### src/rtl/phy_mgmt_pkg.sv
package phy_mgmt_pkg;

   localparam int unsigned REG_W = 16;

   // control word bit positions
   localparam int unsigned C_SRST = 15;
   localparam int unsigned C_LOOP = 14;
   localparam int unsigned C_SPD  = 13;
   localparam int unsigned C_ANEN = 12;
   localparam int unsigned C_LPWR = 11;
   localparam int unsigned C_ISO  = 10;
   localparam int unsigned C_ANRS = 9;
   localparam int unsigned C_DPLX = 8;

   // latch-high event index
   localparam int unsigned EV_N    = 3;
   localparam int unsigned EV_AND  = 0;
   localparam int unsigned EV_RF   = 1;
   localparam int unsigned EV_JAB  = 2;

   typedef struct packed {
      logic loop;
      logic spd;
      logic anen;
      logic lpwr;
      logic iso;
      logic dplx;
   } ctrl_t;

   function automatic ctrl_t ctrl_dflt(input logic iso_d);
      ctrl_t c;
      c.loop = 1'b0;
      c.spd  = 1'b1;
      c.anen = 1'b1;
      c.lpwr = 1'b0;
      c.iso  = iso_d;
      c.dplx = 1'b1;
      return c;
   endfunction

endpackage

### src/rtl/phy_ctrl_reg.sv
module phy_ctrl_reg
   import phy_mgmt_pkg::*;
#(
   parameter int unsigned SRST_CYC = 8
) (
   input  logic             clk,
   input  logic             rst_n,
   input  logic             iso_dflt,
   input  logic             wr_en,
   input  logic [REG_W-1:0] wdata,
   output ctrl_t            ctrl_o,
   output logic             srst_o,
   output logic             anrs_o,
   output logic [REG_W-1:0] rdata_o
);

   localparam int unsigned CW = $clog2(SRST_CYC + 1);

   initial begin : elab_chk
      assert (SRST_CYC >= 1) else $error("SRST_CYC must be at least 1");
   end

   ctrl_t          ctrl_q;
   logic [CW-1:0]  cnt_q;
   logic           anrs_q;
   logic           busy;

   assign busy = (cnt_q != '0);

   always_ff @(posedge clk) begin
      if (!rst_n) begin
         ctrl_q <= ctrl_dflt(iso_dflt);
         cnt_q  <= '0;
         anrs_q <= 1'b0;
      end else begin
         anrs_q <= 1'b0;
         if (busy) cnt_q <= cnt_q - 1'b1;
         if (wr_en && !busy) begin
            if (wdata[C_SRST]) begin
               ctrl_q <= ctrl_dflt(iso_dflt);
               cnt_q  <= CW'(SRST_CYC);
            end else begin
               ctrl_q.loop <= wdata[C_LOOP];
               ctrl_q.spd  <= wdata[C_SPD];
               ctrl_q.anen <= wdata[C_ANEN];
               ctrl_q.lpwr <= wdata[C_LPWR];
               ctrl_q.iso  <= wdata[C_ISO];
               ctrl_q.dplx <= wdata[C_DPLX];
               anrs_q      <= wdata[C_ANRS];
            end
         end
      end
   end

   assign ctrl_o  = ctrl_q;
   assign srst_o  = busy;
   assign anrs_o  = anrs_q;
   assign rdata_o = {busy, ctrl_q.loop, ctrl_q.spd, ctrl_q.anen, ctrl_q.lpwr,
                     ctrl_q.iso, anrs_q, ctrl_q.dplx, 8'h00};

   // soft reset leaves the mode bits at their defaults
   p_srst_dflt_r3: assert property (@(posedge clk) disable iff (!rst_n)
      $fell(busy) |-> (ctrl_q == ctrl_dflt(iso_dflt)));
   // mode bits frozen while soft reset runs
   p_srst_frozen_r3: assert property (@(posedge clk) disable iff (!rst_n)
      (busy && $past(busy)) |-> $stable(ctrl_q));
   // restart is a single-cycle pulse
   p_anrs_pulse_r4: assert property (@(posedge clk) disable iff (!rst_n)
      anrs_q |=> !anrs_q);
   // restart only follows an accepted write of bit 9
   p_anrs_cause_r4: assert property (@(posedge clk) disable iff (!rst_n)
      $rose(anrs_q) |-> $past(wr_en && !busy && wdata[C_ANRS] && !wdata[C_SRST]));

endmodule

### src/rtl/phy_stat_reg.sv
module phy_stat_reg
   import phy_mgmt_pkg::*;
#(
   parameter logic [3:0] ABIL = 4'b1111
) (
   input  logic             clk,
   input  logic             rst_n,
   input  logic             rd_clr,
   input  logic             link_i,
   input  logic [EV_N-1:0]  evt_i,
   output logic [REG_W-1:0] rdata_o
);

   logic            link_q;
   logic [EV_N-1:0] lh_q;

   // link: latch low
   always_ff @(posedge clk) begin
      if (!rst_n)      link_q <= 1'b0;
      else if (rd_clr) link_q <= link_i;
      else             link_q <= link_q & link_i;
   end

   p_ll_hold_r5: assert property (@(posedge clk) disable iff (!rst_n)
      (!link_i && !rd_clr) |=> !link_q);
   p_ll_reload_r8: assert property (@(posedge clk) disable iff (!rst_n)
      rd_clr |=> (link_q == $past(link_i)));

   // events: latch high
   for (genvar g = 0; g < EV_N; g++) begin : g_lh
      always_ff @(posedge clk) begin
         if (!rst_n)      lh_q[g] <= 1'b0;
         else if (rd_clr) lh_q[g] <= evt_i[g];
         else             lh_q[g] <= lh_q[g] | evt_i[g];
      end

      p_lh_catch_r6: assert property (@(posedge clk) disable iff (!rst_n)
         ((evt_i[g] || lh_q[g]) && !rd_clr) |=> lh_q[g]);
      p_lh_reload_r8: assert property (@(posedge clk) disable iff (!rst_n)
         rd_clr |=> (lh_q[g] == $past(evt_i[g])));
   end

   assign rdata_o = {1'b0, ABIL, 5'b00000,
                     lh_q[EV_AND], lh_q[EV_RF], 1'b1,
                     link_q, lh_q[EV_JAB], 1'b1};

endmodule

### src/rtl/phy_mgmt_regs.sv
module phy_mgmt_regs
   import phy_mgmt_pkg::*;
#(
   parameter int unsigned REG_AW    = 5,
   parameter int unsigned STRAP_W   = 5,
   parameter int unsigned CTRL_ADDR = 0,
   parameter int unsigned STAT_ADDR = 1,
   parameter int unsigned SRST_CYC  = 8,
   parameter logic [3:0]  ABIL      = 4'b1111
) (
   input  logic               clk,
   input  logic               rst_n,
   input  logic [STRAP_W-1:0] strap_addr,
   input  logic [REG_AW-1:0]  acc_addr,
   input  logic               acc_wr,
   input  logic               acc_rd,
   input  logic [15:0]        acc_wdata,
   output logic [15:0]        acc_rdata,
   input  logic               link_up,
   input  logic               an_done,
   input  logic               rem_fault,
   input  logic               jabber,
   output logic               loopback,
   output logic               speed_100,
   output logic               an_enable,
   output logic               an_restart,
   output logic               low_power,
   output logic               isolate,
   output logic               full_duplex,
   output logic               soft_rst
);

   localparam int unsigned NREG = 2 ** REG_AW;

   initial begin : elab_chk
      assert (CTRL_ADDR != STAT_ADDR) else $error("register addresses collide");
      assert (CTRL_ADDR < NREG && STAT_ADDR < NREG) else $error("address out of range");
      assert (STRAP_W >= 1) else $error("STRAP_W must be at least 1");
   end

   logic             sel_ctrl, sel_stat;
   logic             iso_dflt;
   ctrl_t            ctrl;
   logic [REG_W-1:0] ctrl_rd, stat_rd;
   logic [EV_N-1:0]  evt;
   logic [15:0]      rdata_q;

   assign sel_ctrl = (acc_addr == REG_AW'(CTRL_ADDR));
   assign sel_stat = (acc_addr == REG_AW'(STAT_ADDR));
   assign iso_dflt = (strap_addr == '0);

   assign evt[EV_AND] = an_done;
   assign evt[EV_RF]  = rem_fault;
   assign evt[EV_JAB] = jabber;

   phy_ctrl_reg #(.SRST_CYC(SRST_CYC)) u_ctrl (
      .clk     (clk),
      .rst_n   (rst_n),
      .iso_dflt(iso_dflt),
      .wr_en   (acc_wr && sel_ctrl),
      .wdata   (acc_wdata),
      .ctrl_o  (ctrl),
      .srst_o  (soft_rst),
      .anrs_o  (an_restart),
      .rdata_o (ctrl_rd)
   );

   phy_stat_reg #(.ABIL(ABIL)) u_stat (
      .clk    (clk),
      .rst_n  (rst_n),
      .rd_clr (acc_rd && sel_stat),
      .link_i (link_up),
      .evt_i  (evt),
      .rdata_o(stat_rd)
   );

   always_ff @(posedge clk) begin
      if (!rst_n)      rdata_q <= '0;
      else if (acc_rd) rdata_q <= sel_ctrl ? ctrl_rd : (sel_stat ? stat_rd : '0);
   end

   assign acc_rdata   = rdata_q;
   assign loopback    = ctrl.loop;
   assign speed_100   = ctrl.spd;
   assign an_enable   = ctrl.anen;
   assign low_power   = ctrl.lpwr;
   assign isolate     = ctrl.iso;
   assign full_duplex = ctrl.dplx;

   // constant status fields as seen at the port
   p_fixed_r7: assert property (@(posedge clk) disable iff (!rst_n)
      (acc_rd && sel_stat) |=> (!acc_rdata[15] && acc_rdata[3] && acc_rdata[0]
                                && acc_rdata[10:6] == 5'b0 && acc_rdata[14:11] == ABIL));
   // read data only moves on a read strobe
   p_rdata_hold_r10: assert property (@(posedge clk) disable iff (!rst_n)
      !acc_rd |=> $stable(acc_rdata));
   // control low byte reads zero
   p_ctrl_low_r2: assert property (@(posedge clk) disable iff (!rst_n)
      (acc_rd && sel_ctrl) |=> (acc_rdata[7:0] == 8'h00));

endmodule

### config.mk
export PLATFORM = sky130hd
export DESIGN_NAME = phy_mgmt_regs
export DESIGN_NICKNAME = d
export VERILOG_FILES = /design/src/rtl/phy_mgmt_pkg.sv /design/src/rtl/phy_ctrl_reg.sv /design/src/rtl/phy_stat_reg.sv /design/src/rtl/phy_mgmt_regs.sv
export SDC_FILE = /design/constraint.sdc
export NUM_CORES = 1
export LEC_CHECK = 0
export ABC_CLOCK_PERIOD_IN_PS = 2100
export BUFFER_PORTS_ARGS = -buffer_cell sky130_fd_sc_hd__buf_2
export CORE_UTILIZATION = 45
export CTS_CLUSTER_DIAMETER = 30
export DETAILED_ROUTE_END_ITERATION = 6
export PLACE_DENSITY = 0.75
export SLEW_MARGIN = 20
export SYNTH_ARGS = -nofsm -noshare
export SYNTH_HDL_FRONTEND = slang
export SYNTH_SLANG_ARGS = --single-unit
### constraint.sdc
create_clock -name clk -period 2.1 [get_ports clk]
set_input_delay 0.21 -clock clk [delete_from_list [all_inputs] [get_ports clk]]
set_output_delay 0.21 -clock clk [all_outputs]
set_load 0.05 [all_outputs]
==> results.toml, run 1 <==
[outcome]
outcome = "finished, final reports clean"

[pwr]
clockPowerShare_pct = 24.4
powerDensity_nw_per_um2 = 820.7
combPwrFrac_pct = 27.6
intPower_mw = 0.8488
vdd_ir_drop_max_mv = 0.6567
p_leak_nw = 0.6978
switching_power_mw = 0.4071
swShare_pct = 32.41
seqPwrFrac_pct = 48.0

[finish]
antenna_cells = 0
layout-drive-gt1-share_pct = 32.58
area_growth_pct = 24.42
finalInstanceArea_sq_um = 1530
nNetsFinal = 214
layout_common_cells = "47 x buf_2, 27 x dfxtp_1, 19 x nand2_1"
mostFrequentLayoutCell = "buf_2"

[die]
coreArea_sq_um = 2522
start_util_pct = 48.76
die_area_sq_um = 2946
ios = 58
num_rows = 18
die_h_um = 54.28
die_x_um = 54.28

[timing]
final.min_clock_period_ns = 1.894
fin_skew_ns = 0.003332
setup-tns-final_ns = 0
setup_viol = 0
fmax_mhz = 528.0
finalHoldWorstSlack_ns = 0.06607
drv_slew = 0
post-route-period-util_pct = 90.19
grt_setup_unrepaired = "no"
hold_viol_final = 0
fin_ws_ns = 0.2061

[clock_tree]
cts_buffers = 3
cts_root_buf = "clkbuf_4"
cts_tree = "yes"
cts_setup_buffers = 0
clkSlewWorstSetupHoldPaths_ns = 0.15
cts_buffer_depth = 2
insertion_delay_ns = 0.33
numClockSinks = 28
htreeDepth = 1

[worst_hold_path]
hold_start = "jabber"
min_path_cells = 3
holdCritPathClass = "in2reg"
min_to = "u_stat.rdata_o[1]"

[place]
dp_hpwl_mm = 1.857
port_buffers = 47
placed_area_sq_um = 1476
dpl_worst_slack_ns = 0.4223
routabilityCongestion = 0.6341

[route]
wl_per_cell_um = 12.09
wirelength_mm = 2.515
viasPerCell = 5.197
dr.pass1.iters = 4
drt_iter0_markers = 21
vias = 1081
drt.antenna.violating_nets = 0
drc = 0

[yosys]
synth_cell_types = 27
ys_seq_area_share_pct = 46.39
syn_area_sq_um = 1230
yosys_warnings = 0
syn_avg_cell_area_sq_um = 9.248
ys_ff_latch = 28
postSynthCellCount = 133

[critical_path]
timing.critical_path.mode_cell = "inv_1"
critPathBufInv = 3
worstPathArrival_ns = 1.68
cp-start-kind = "register"
reg2reg_depth = 5
end_kind = "output port"
crit_family = "buffers and inverters"
rr_startpoint = "u_ctrl.cnt_q[0]"
critical_path_required_ns = 1.89
critPathMaxStageDelay_ns = 0.35
r2r_slack_ns = 0.53
crit_type = "reg2out"
crit_chain = "inv_1 > ha_1 > nor3b_4 > inv_1 > buf_2"
cp_max_fo = 6
crit_slowest_cell = "dfxtp_1"
worstReg2RegEnd = "u_ctrl.ctrl_o[1]"

[run]
max_cap_viol_count = 0

[grt]
grt_max_degree = 41
overflow = 0
grt_use_total_pct = 18.23
grt_first_pass_wirelength_mm = 3.822
grt_pass1_vias = 962
antenna_found_initial = 0
[metrics by stage]
step                      instances  util, %  power, mW
after floorplan                 134        -     0.8579
after global placement          204    58.53     0.9215
after detailed placement        204    58.53     0.9426
after CTS                       208    60.42      1.251
after global routing            208    60.66      1.327
final                           208    60.66      1.256
[sequential cells by signal, summed over array words and instances, names as in the netlist]
name / cells
acc_rdata: 13
u_ctrl.ctrl_o: 6
u_ctrl.cnt_q: 4
u_stat.rdata_o: 3
u_ctrl.anrs_o: 1
u_stat.link_q: 1
[routing by layer]
layer	track usage [%]	share of wire (%)
met1	20.24	45
met2	33.74	50
met3	3.056	4.7
met4	7.692	0.60
met5	0	0
[cell usage after synthesis]
cell type / instances / area (sq um)
nor2b_1: 6 / 37.54
nand3_1: 3 / 15.01
o21ai_0: 12 / 60.06
mux2i_1: 6 / 60.06
nand3b_1: 11 / 82.58
nand2b_1: 6 / 37.54
and3_2: 2 / 15.01
ha_1: 1 / 12.51
nor4_4: 1 / 21.27
conb_1: 1 / 3.750
o211ai_1: 4 / 30.03
nand2_1: 19 / 71.32
nand3_4: 1 / 17.52
buf_4: 3 / 22.52
o22ai_1: 2 / 12.51
edfxtp_1: 1 / 30.03
o211a_1: 1 / 10.01
nor3_1: 2 / 10.01
nor3b_2: 1 / 12.51
inv_1: 3 / 11.26
a21boi_0: 7 / 52.55
nor2_1: 3 / 11.26
nand4_1: 1 / 6.260
a32oi_1: 1 / 8.760
nor3b_1: 2 / 15.01
clkbuf_1: 6 / 22.52
dfxtp_1: 27 / 540.5
[logic make-up (layout without fill, tap and decap cells)]
group                    Yosys count  in the layout  synth area share [%]
AND/OR/NAND/NOR                   58             58                 28.69
flip-flops                        28             28                 46.39
AO/OA/AOI/OAI                     27             27                 14.14
buffers and inverters             12             56                 4.577
multiplexers                       6              6                 4.883
adder cells (fa/ha/maj)            1              1                 1.017
other                              1              2                0.3049
[final cells by class]
type                       count  area (sq um)
clock buffer                   4         47.55
fill                         247         992.2
inverter                       3         11.26
multi-input combinational     94         613.1
sequential                    28         570.5
tap                           30         37.54
timing repair buffer          49         250.2
[power groups by stage]
stage	combinational, mW	clock (mW)	sequential [mW]
6_report	0.346	0.307	0.603
3_5_place_dp	0.333	0	0.610
5_1_grt	0.385	0.334	0.608
3_3_place_gp	0.314	0	0.607
2_1_floorplan	0.242	0	0.616
4_1_cts	0.333	0.320	0.598
[tightest hold or removal path: cells and delay by family]
kind	cells	cell delay, ns
compound gates	1	0.05
buf+inv	1	0.08
simple gates	1	0.04
[timing repair]
action / CTS / global route
gates resized for setup: 0 / 1
hold buffers: 0 / 0
setup endpoints to repair: 0 / 1
[worst max-delay path by stage]
stage | to | cells past startpoint | slack [ns] | from
floorplan | u_ctrl.cnt_q[1] | 6 | 0.51 | u_ctrl.cnt_q[0]
global placement | u_ctrl.ctrl_o[1] | 5 | 0.52 | u_ctrl.cnt_q[0]
detailed placement | u_ctrl.ctrl_o[1] | 5 | 0.42 | u_ctrl.cnt_q[0]
CTS | soft_rst | 5 | 0.09 | u_ctrl.cnt_q[0]
global route | soft_rst | 5 | 0.06 | u_ctrl.cnt_q[0]
finish | soft_rst | 5 | 0.21 | u_ctrl.cnt_q[0]
No activity file was read; power rests on OpenSTA's default activity.
==> run 2: changes to the inputs <==
SETUP_SLACK_MARGIN = 0.4   (was not set)
==> run 2 against run 1 <==
Fmax is 17% higher. Hold slack better by 0.00064 ns. Final area is 1.1% higher. Register-to-register slack better by 0.02 ns. First-iteration DRC count is 4.8% lower. Total power is 4.4% higher. Non-clock buffer count is 1 higher. Count of clock-buffer cells in the layout stayed put. Critical path depth stayed put. Utilization is 0.69 points higher. Via count is 0.46% lower. Die area stayed put. Critical path type unchanged. Critical endpoint unchanged. Largest cell class unchanged.
==> results.toml, run 2 (same netlist as run 1, synthesis figures left out) <==
[grt]
overflow = 0
grt_first_pass_wirelength_mm = 3.877
antenna_found_initial = 0
grt_use_total_pct = 18.46
grt_pass1_vias = 983
grt_max_degree = 41

[finish]
antenna_cells = 0
layout-drive-gt1-share_pct = 34.64
regArea_sq_um = 571.8
largest_reg_flops = 13
multi_input_area_sq_um = 615.6
area_growth_pct = 25.84
nNetsFinal = 215
layout_common_cells = "46 x buf_2, 26 x dfxtp_1, 19 x nand2_1"
fin_util_pct = 61.36
mostFrequentLayoutCell = "buf_2"
nFillCells = 244

[critical_path]
end_kind = "output port"
critical_path_required_ns = 1.89
critPathBufInv = 3
crit_type = "reg2out"
worstPathArrival_ns = 1.41
cp-start-kind = "register"
critPathMaxStageDelay_ns = 0.35
crit_chain = "inv_1 > ha_2 > nor3b_4 > inv_2 > buf_6"
cp_max_fo = 4
r2r_slack_ns = 0.55
crit_slowest_cell = "dfxtp_2"
crit_family = "flip-flops"

[timing]
setup-tns-final_ns = 0
grt_setup_unrepaired = "no"
drv_slew = 0
hold_viol_final = 0
final.min_clock_period_ns = 1.625
fmax_mhz = 615.5
setup_viol = 0
fin_skew_ns = 0.003239
post-route-period-util_pct = 77.37

[clock_tree]
cts_root_buf = "clkbuf_4"
htreeDepth = 1
cts_buffers = 3
insertion_delay_ns = 0.33
numClockSinks = 28
cts_buffer_depth = 2
cts_tree = "yes"
clkSlewWorstSetupHoldPaths_ns = 0.15

[place]
port_buffers = 47
routabilityCongestion = 0.6341
dp_hpwl_mm = 1.857

[die]
num_rows = 18
start_util_pct = 48.76
die_x_um = 54.28
die_area_sq_um = 2946
coreArea_sq_um = 2522
ios = 58
die_h_um = 54.28

[route]
dr.pass1.iters = 4
wirelength_mm = 2.517
wl_per_cell_um = 12.04
drt.antenna.violating_nets = 0
vias = 1076
viasPerCell = 5.148
drt_iter0_markers = 20
drc = 0

[outcome]
outcome = "finished, final reports clean"

[run]
max_cap_viol_count = 0

[pwr]
p_leak_nw = 0.7028
powerDensity_nw_per_um2 = 847.2
vdd_ir_drop_max_mv = 0.8698

[worst_hold_path]
holdCritPathClass = "in2reg"
[run 2: worst paths after layout]
kind | from | to | cells after the start
max | u_ctrl.cnt_q[0] | soft_rst | 5
min | jabber | u_stat.rdata_o[1] | 3
max reg2reg | u_ctrl.cnt_q[0] | u_ctrl.ctrl_o[1] | 6
min reg2reg | u_ctrl.anrs_o | acc_rdata[9] | 2
[run 2: worst min-delay path: stages]
cell and delay, ns:
buf_2 0.08, nand2_1 0.04, o21ai_0 0.05
[run 2: area by class of cell]
class / count / share of cell area (%)
Timing Repair Buffer: 50 / 17.06
Inverter: 3 / 0.7276
Sequential cell: 28 / 36.94
Clock buffer: 4 / 3.072
Multi-Input combinational cell: 94 / 39.77
Tap cell: 30 / 2.425
[run 2: where the power goes]
part | leakage, nW | switching, mW | internal (mW) | total, mW
clock | 0.0261 | 0.161 | 0.146 | 0.306
sequential | 0.230 | 0.0319 | 0.573 | 0.605
combinational | 0.447 | 0.226 | 0.174 | 0.400
total | 0.703 | 0.419 | 0.892 | 1.31
[run 2: stage by stage]
step           instances  instance area, sq um  worst slack [ns]  hold slack [ns]  power (mW)
6_report             209                  1548            0.4752          0.06671       1.311
5_1_grt              209                  1548            0.4023          0.05410       1.380
4_1_cts              209                  1544            0.4152          0.05128       1.314
3_5_place_dp         204                  1476            0.4223           0.4161      0.9426
3_3_place_gp         204                  1476            0.5172           0.4092      0.9215
2_1_floorplan        134                  1234            0.5067           0.3227      0.8579
[run 2: timing repair]
action	CTS	global route
setup endpoints to repair	1	1
hold buffers	0	0
buffers inserted	1	0
cloned	0	0
gates resized for setup	3	3
[run 2: metal layers]
layer	up-vias	part of all wire (%)	routed length (um)	track usage (%)
li1	549	-	-	-
met1	495	45	1136	20.41
met2	30	50	1259	34.35
met3	2	4.2	105	3.056
met4	0	0.60	15	7.692
met5	-	0	0	0
==> run 3: changes to the inputs <==
ABC_CLOCK_PERIOD_IN_PS = 1450   (was 2100)
CORE_UTILIZATION = 41   (was 45)
PLACE_DENSITY = 0.72   (was 0.75)
clock period = 1.45 ns   (was 2.1 ns; I/O delays follow)
==> run 3 against run 2 <==
The flow now finishes with violations (negative setup slack). Sequential power rose by 45%. Largest power group is now combinational cells. Die area grew 9.4%. Count of clock-buffer cells in the layout unchanged. Critical endpoint unchanged. Critical path depth grew 1. Largest cell class unchanged. Routed wire length is 22% higher. Sequential share of layout area down 4.8 points. Global-route usage is 0.64 points higher.
==> results.toml, run 3 (same netlist as run 1, synthesis figures left out) <==
[timing]
grt_setup_unrepaired = "yes"
drv_slew = 0
setup_viol = 2
setup-tns-final_ns = -0.1550
fin_ws_ns = -0.09723
hold_viol_final = 0
post-route-period-util_pct = 106.7
fmax_mhz = 646.3
final.min_clock_period_ns = 1.547
fin_skew_ns = 0.007509

[finish]
nFillCells = 226
fin_util_pct = 66.24
antenna_cells = 0
layout_common_cells = "25 x buf_2, 23 x buf_6, 17 x nand2_1"
nNetsFinal = 228
area_growth_pct = 51.07
regArea_sq_um = 598.1
multi_input_area_sq_um = 644.4
largest_reg_flops = 13
layout-drive-gt1-share_pct = 51.56
mostFrequentLayoutCell = "buf_2"

[clock_tree]
cts_buffer_depth = 2
numClockSinks = 28
insertion_delay_ns = 0.33
cts_tree = "yes"
clkSlewWorstSetupHoldPaths_ns = 0.15
cts_root_buf = "clkbuf_4"
htreeDepth = 1
cts_buffers = 3

[route]
vias = 1174
drt_iter0_markers = 24
viasPerCell = 5.265
wl_per_cell_um = 13.73
wirelength_mm = 3.062
dr.pass1.iters = 4
drt.antenna.violating_nets = 0
drc = 0

[outcome]
violations = "negative setup slack"
outcome = "finished, violations left"

[critical_path]
worstPathArrival_ns = 1.40
worstReg2RegEnd = "u_ctrl.ctrl_o[1]"
critical_path_required_ns = 1.31
end_kind = "output port"
reg2reg_depth = 7
critPathCapture = "soft_rst"
cp-start-kind = "register"
rr_startpoint = "u_ctrl.cnt_q[1]"
crit_type = "reg2out"
cp_max_fo = 2
cp-startpoint = "u_ctrl.cnt_q[1]"
r2r_slack_ns = -0.06

[die]
num_rows = 19
die_area_sq_um = 3223
die_x_um = 56.77
start_util_pct = 43.84
die_h_um = 56.77
coreArea_sq_um = 2805
ios = 58

[pwr]
p_leak_nw = 0.8061
powerDensity_nw_per_um2 = 1268
p_total_mw = 2.355
vdd_ir_drop_max_mv = 0.6393

[grt]
antenna_found_initial = 0
overflow = 0
grt_pass1_vias = 1109
grt_use_total_pct = 19.10
grt_max_degree = 29
grt_first_pass_wirelength_mm = 4.857

[run]
max_cap_viol_count = 0

[place]
port_buffers = 47
dp_hpwl_mm = 1.999
routabilityCongestion = 0.7187

[worst_hold_path]
holdCritPathClass = "in2reg"
min_path_cells = 3
## run 3: cell count changes in the layout (fill, tap and decap cells not counted), moves of 4 or more
cell	previous run	this run
buf_6	1	23
buf_2	46	25
dfxtp_1	26	9
dfxtp_2	1	16
buf_4	3	11
buf_8	0	4
## run 3: what timing repair did
item	in CTS	in global routing
hold buffers	0	0
pin swaps	1	3
cloned	0	0
resized for setup	44	35
setup endpoints to repair	34	33
buffers inserted	8	5
## run 3: layout make-up
cell class	count	share of cell area (%)
tap	31	2.088
sequential	28	32.19
clock buffer	4	1.953
timing repair buffer	63	28.35
multi-input combinational	94	34.68
inverter	3	0.7407
## run 3: layer usage
| layer | global-route usage [%] | vias to the layer above | wire [um] |
|---|---|---|---|
| met2 | 34.69 | 30 | 1616 |
| met4 | 5.226 | 0 | 23 |
| met3 | 4.147 | 4 | 126 |
| met5 | 0 | - | 0 |
| met1 | 22.49 | 562 | 1296 |
| li1 | - | 578 | - |
## run 3: report_power, final
group | total, mW | switching (mW) | internal (mW)
Sequential | 0.878 | 0.0503 | 0.828
Clock | 0.377 | 0.224 | 0.154
Combinational | 1.10 | 0.490 | 0.610
## run 3: worst min path at each step
| stage | from | to | slack [ns] |
|---|---|---|---|
| after detailed placement | jabber | u_stat.rdata_o[1] | 0.35 |
| after floorplan | jabber | u_stat.rdata_o[1] | 0.26 |
| after global routing | jabber | u_stat.rdata_o[1] | 0.02 |
| after CTS | jabber | u_stat.rdata_o[1] | 0.01 |
| after global placement | rem_fault | u_stat.rdata_o[4] | 0.35 |
| final | jabber | u_stat.rdata_o[1] | 0.01 |
## run 3: worst max-delay path: stages, from the launching register on
cell and delay (ns):
dfxtp_2 0.35, inv_2 0.07, ha_4 0.13, nor3b_4 0.22
buf_6 0.14, inv_4 0.03, buf_8 0.13
## run 3: through the flow
| stage | setup WS, ns | area (sq um) | hold WS, ns | cells |
|---|---|---|---|---|
| floorplan | 0.09056 | 1256 | 0.2577 | 134 |
| global placement | 0.1254 | 1508 | 0.3451 | 206 |
| detailed placement | 0.09372 | 1508 | 0.3518 | 206 |
| CTS | -0.1008 | 1718 | 0.01206 | 218 |
| global route | -0.1555 | 1858 | 0.01839 | 223 |
| finish | -0.09723 | 1858 | 0.01148 | 223 |
